===== config.mk =====
export PLATFORM = sky130hd
export DESIGN_NAME = rx_addr_filter
export DESIGN_NICKNAME = d
export VERILOG_FILES = /design/src/rtl/rx_addr_filter.sv
export SDC_FILE = /design/constraint.sdc
export NUM_CORES = 1
export LEC_CHECK = 0
export ABC_AREA = 1
export BUFFER_PORTS_ARGS = -buffer_cell sky130_fd_sc_hd__buf_2
export CORE_AREA = 4 4 193 195
export CTS_BUF_LIST = sky130_fd_sc_hd__clkbuf_8 sky130_fd_sc_hd__clkbuf_16
export DETAILED_ROUTE_END_ITERATION = 8
export DIE_AREA = 0 0 197 199
export GPL_ROUTABILITY_DRIVEN = 0
export PLACE_DENSITY_LB_ADDON = 0.2
export SLEW_MARGIN = 20
export SYNTH_ARGS = -nofsm -noshare
export SYNTH_HDL_FRONTEND = slang
export SYNTH_SLANG_ARGS = --single-unit

===== constraint.sdc =====
create_clock -name clk -period 3.9 [get_ports clk]
set_clock_uncertainty 0.2 [all_clocks]
set_input_delay 0.39 -clock clk [delete_from_list [all_inputs] [get_ports clk]]
set_output_delay 0.39 -clock clk [all_outputs]
set_load 0.01 [all_outputs]

===== src/rtl/rx_addr_filter.sv =====
module rx_addr_filter #(
  parameter int ADDR_W  = 48,
  parameter int WORD_W  = 32,
  parameter int AID_W   = 14,
  parameter int MC_BITS = 64,
  parameter int SEL_W   = 3
) (
  input  logic                        clk,
  input  logic                        rst_n,
  input  logic                        reg_wr,
  input  logic [SEL_W-1:0]            reg_sel,
  input  logic [WORD_W-1:0]           reg_wdata,
  input  logic                        mc_op_valid,
  input  logic                        mc_op_set,
  input  logic [$clog2(MC_BITS):0]    mc_op_idx,
  input  logic                        frm_valid,
  input  logic [ADDR_W-1:0]           frm_bssid,
  input  logic [ADDR_W-1:0]           frm_da,
  input  logic [$clog2(MC_BITS)-1:0]  frm_hash,
  output logic                        acc_valid,
  output logic                        acc_ok,
  output logic                        mc_err,
  output logic [ADDR_W-1:0]           bss_id,
  output logic [AID_W-1:0]            assoc_id
);
  localparam int HI_W     = ADDR_W - WORD_W;
  localparam int AID_LSB  = HI_W;
  localparam int IDX_W    = $clog2(MC_BITS);
  localparam int MC_WORDS = MC_BITS / WORD_W;
  localparam logic [SEL_W-1:0] SEL_STA_LO = SEL_W'(0);
  localparam logic [SEL_W-1:0] SEL_STA_HI = SEL_W'(1);
  localparam logic [SEL_W-1:0] SEL_BSS_LO = SEL_W'(2);
  localparam logic [SEL_W-1:0] SEL_BSS_HI = SEL_W'(3);
  localparam logic [SEL_W-1:0] SEL_MSK_LO = SEL_W'(4);
  localparam logic [SEL_W-1:0] SEL_MSK_HI = SEL_W'(5);
  localparam int SEL_MC0 = 6;

  logic [ADDR_W-1:0]  sta_q, bss_q, mask_q;
  logic [AID_W-1:0]   aid_q;
  logic [MC_BITS-1:0] mc_q, mc_d;
  logic               idx_ok;
  logic               wdata_unused;

  assign wdata_unused = ^reg_wdata[WORD_W-1:AID_LSB+AID_W];
  assign idx_ok = mc_op_idx < (IDX_W+1)'(MC_BITS);

  always_ff @(posedge clk) begin
    if (!rst_n) begin
      sta_q  <= '0;
      bss_q  <= '0;
      aid_q  <= '0;
      mask_q <= '1;
    end else if (reg_wr) begin
      case (reg_sel)
        SEL_STA_LO: sta_q[WORD_W-1:0]       <= reg_wdata;
        SEL_STA_HI: sta_q[ADDR_W-1:WORD_W]  <= reg_wdata[HI_W-1:0];
        SEL_BSS_LO: bss_q[WORD_W-1:0]       <= reg_wdata;
        SEL_BSS_HI: begin
          bss_q[ADDR_W-1:WORD_W] <= reg_wdata[HI_W-1:0];
          aid_q                  <= reg_wdata[AID_LSB +: AID_W];
        end
        SEL_MSK_LO: mask_q[WORD_W-1:0]      <= reg_wdata;
        SEL_MSK_HI: mask_q[ADDR_W-1:WORD_W] <= reg_wdata[HI_W-1:0];
        default: ;
      endcase
    end
  end

  always_comb begin
    mc_d = mc_q;
    for (int k = 0; k < MC_WORDS; k++)
      if (reg_wr && reg_sel == SEL_W'(SEL_MC0 + k))
        mc_d[k*WORD_W +: WORD_W] = reg_wdata;
    if (mc_op_valid && idx_ok)
      mc_d[mc_op_idx[IDX_W-1:0]] = mc_op_set;
  end

  always_ff @(posedge clk) begin
    if (!rst_n) begin
      mc_q   <= '0;
      mc_err <= 1'b0;
    end else begin
      mc_q   <= mc_d;
      mc_err <= mc_op_valid && !idx_ok;
    end
  end

  logic bss_hit, da_bcast, da_self, dest_ok;

  assign bss_hit  = (((frm_bssid ^ sta_q) & mask_q) == '0) || (frm_bssid == bss_q);
  assign da_bcast = &frm_da;
  assign da_self  = ((frm_da ^ sta_q) & mask_q) == '0;
  assign dest_ok  = da_bcast || (frm_da[0] ? mc_q[frm_hash] : da_self);

  always_ff @(posedge clk) begin
    if (!rst_n) begin
      acc_valid <= 1'b0;
      acc_ok    <= 1'b0;
    end else begin
      acc_valid <= frm_valid;
      acc_ok    <= frm_valid && bss_hit && dest_ok;
    end
  end

  assign bss_id   = bss_q;
  assign assoc_id = aid_q;
endmodule


==> impl_results.md <==
- Netlist cell types: 29
- CTS clock-pin slew for the worst setup and hold paths: around 0.060 ns
- Switch Pwr: 1600 uW
- Synth Cell Area: between 10,000 and 15,000 um2
- Width of the die: between 150 and 200 um
- Period utilization: 56.5%
- Req. time, crit path: 4.10 ns
- Internal power: between 4000 and 5000 uW
- Outcome: completed
- Finish-stage setup viols: 0
- Max_cap viols: 0
- Pwr Density: just over 400 nW/um2
- DP Wirelength: about 34 mm
- Root buffer selected by CTS: clkbuf_16
- Post-CTS Setup Inserts: 0
- DRC: 0
- Sw frac: 27.7%
- Total track usage: 23.0%
- Hold Slack: between 0.15 and 0.2 ns
- Post-Place Setup Slack: 1.44 ns
- Layout area overhead: 23.4%
- CTS tree: done
- Slack of the critical path: about 1.7 ns
- Most instantiated library cell after synthesis: nand2_1
- Vias in the first global route: around 11,000
- Crit Path Category: in -> reg
- Hold-fix buffers, CTS: 36
- # rows: 69
- Clk_lat worst skew: about 0.54 ns
- Ranking of synthesized cells by area: dfxtp_1 (39%), nand2_1 (13%), o21ai_0 (7.8%), a21oi_1 (4.8%), nand3_1 (4.8%)
- Sequential power share: between 40% and 50%
- Post-synthesis sequential area ratio: 38.9%
- Logic gate share of total power: a little over an eighth
- HP Class: in -> reg
- Die height: between 150 and 200 um
- Register bit total from synthesis: 225
- Iter 0 DRT Violations: around 1,100
- Syn_area_per_cell: slightly below 7 um2
- Peak VDD IR: roughly 0.37 mV
- PortBufs: 214
- Routed WL per cell: approximately 20 um
- First-pass GRT wire length: 69.9 mm
- Via count: roughly 13,000
- FF/Latch Area: 4500 um2
- RSZ-0062 raised after global routing: false
- Final Hold Viols: 0
- Post-synth ARST share: 0%
- Layout cells sized above 1: between 10% and 20%
- Syn nets: ~1,800
- Io pins: 215
- Drt pass-1 iters: 5
- Crit path capture type: register
- Fill count: between 3,000 and 4,000
- Initial antenna violation count: 0
- Rel. slew slack: a little over two fifths
- Largest net degree at the start of global routing: 81
- Setup TNS: 0 ns
- Leakage: around 0.0064 uW
- Total wire length: roughly 47 mm
- Post-synth top cells: nand2_1 (404), dfxtp_1 (225), o21ai_0 (180)
- Longest Clk Path Bufs: 3
- Final min period: 2.20 ns
- Total number of yosys warnings: 0
- Data arrival, critical path: between 2 and 2.5 ns
- Multi-input gate area: approximately 6300 um2
- Grt ovf: 0
- Ys flop type: dfxtp_1
- Max-slew violation count: 0
- Vias per cell: 5.29
- Htree depth: 1
- Post-route ant nets: 0
- Clock share of power: roughly 45%
- Pwr Total: 5790 uW
- Crit path launch type: input port
- Total CTS buffers: 27
- Die ar.: ~39,000 um2
- Ant. Diodes: 0
- Mapped Cells: approximately 1,700
- Yosys top cell area share: between 30% and 40%
- Cell taking the most area after synthesis: dfxtp_1
- Clk sinks: ~230
- Core ar.: roughly 35,000 um2
- Initial Utilization: ~33%
- Top achievable clock speed: between 400 and 500 MHz
- Final net count: ~2,000
- Post-synth EDFFs: 0
- Post-CTS sizing: 0
- Worst-path fanout max: 5
- Worst-Margin Slew: about 0.86 ns
-- power groups by stage --
stage / clock network, uW / registers, uW / logic [uW]
after floorplan: 0 / 2480 / 394
after global placement: 0 / 2480 / 719
after detailed placement: 0 / 2480 / 726
after CTS: 2630 / 2430 / 757
after global routing: 2730 / 2440 / 833
final: 2590 / 2440 / 758
-- layout by cell type (no fill, tap or decap), drive strengths merged --
cell	instances
nor4	3
clkinv	4
xnor2	25
o21ai	186
nor3	81
inv	112
o22ai	14
a21oi	112
clkbuf	35
bufinv	2
dlygate4sd3	36
nand3	111
clkinvlp	2
xor2	24
nand4	15
or2	42
dfxtp	225
a31oi	32
nand2	404
a221oi	32
nor2	130
buf	234
o211ai	48
-- registers in the layout (all words and copies together) (netlist names) --
name	count
acc_ok	1
acc_valid	1
assoc_id	14
bss_id	48
mask_q	48
mc_err	1
mc_q	64
sta_q	48
-- final timing paths --
path                      startpoint                      end  slack (ns)  cells after the start
min                            rst_n  mask_q[11]$_SDFFE_PN1P_        0.17                      2
max reg2reg   sta_q[23]$_SDFFE_PN0P_        acc_ok$_SDFF_PN0_        1.99                     10
max                      mc_op_valid      mc_q[15]$_SDFF_PN0_        1.70                      9
min reg2reg  bss_id[13]$_SDFFE_PN0P_  bss_id[13]$_SDFFE_PN0P_        0.30                      2
-- through the flow --
stage                     util (%)  area, um2  cells
after global placement        36.7      13000   2284
final                         40.3      14300   2370
after CTS                     40.3      14300   2370
after global routing          40.3      14300   2370
after floorplan                  -      11600   1677
after detailed placement      36.7      13000   2284
-- layer usage --
metal  vias up  track usage (%)  part of all wire [%]
met5         -                0                     0
met4         0             6.50                   3.0
met3        82             4.07                   7.7
met2       492             38.0                    46
met1      5829             31.1                    43
li1       6142                -                     -
-- cell families after synthesis --
group | share of synthesized area (%)
DFF | 38.9
xor gates and xnor gates | 3.71
buffers and inverters | 6.72
and+or+nand+nor | 29.7
AOI/OAI and AO/OA | 20.9
-- final cells by class --
cell class	instances	share of cell area, %
inverter	105	2.80
timing repair buffer	270	11.1
clock inverter	15	0.885
multi-input combinational	1259	44.1
tap	461	4.04
sequential	225	31.6
clock buffer	35	5.50
-- critical path, stage by stage --
cell           delay [ns]
dlygate4sd3_1        0.52
buf_2                0.11
inv_1                0.04
nor2_1               0.07
nand2_1              0.10
nor2_1               0.60
inv_1                0.30
nor3_1               0.21
nor3_1               0.07
No activity file was read; power rests on OpenSTA's default activity.
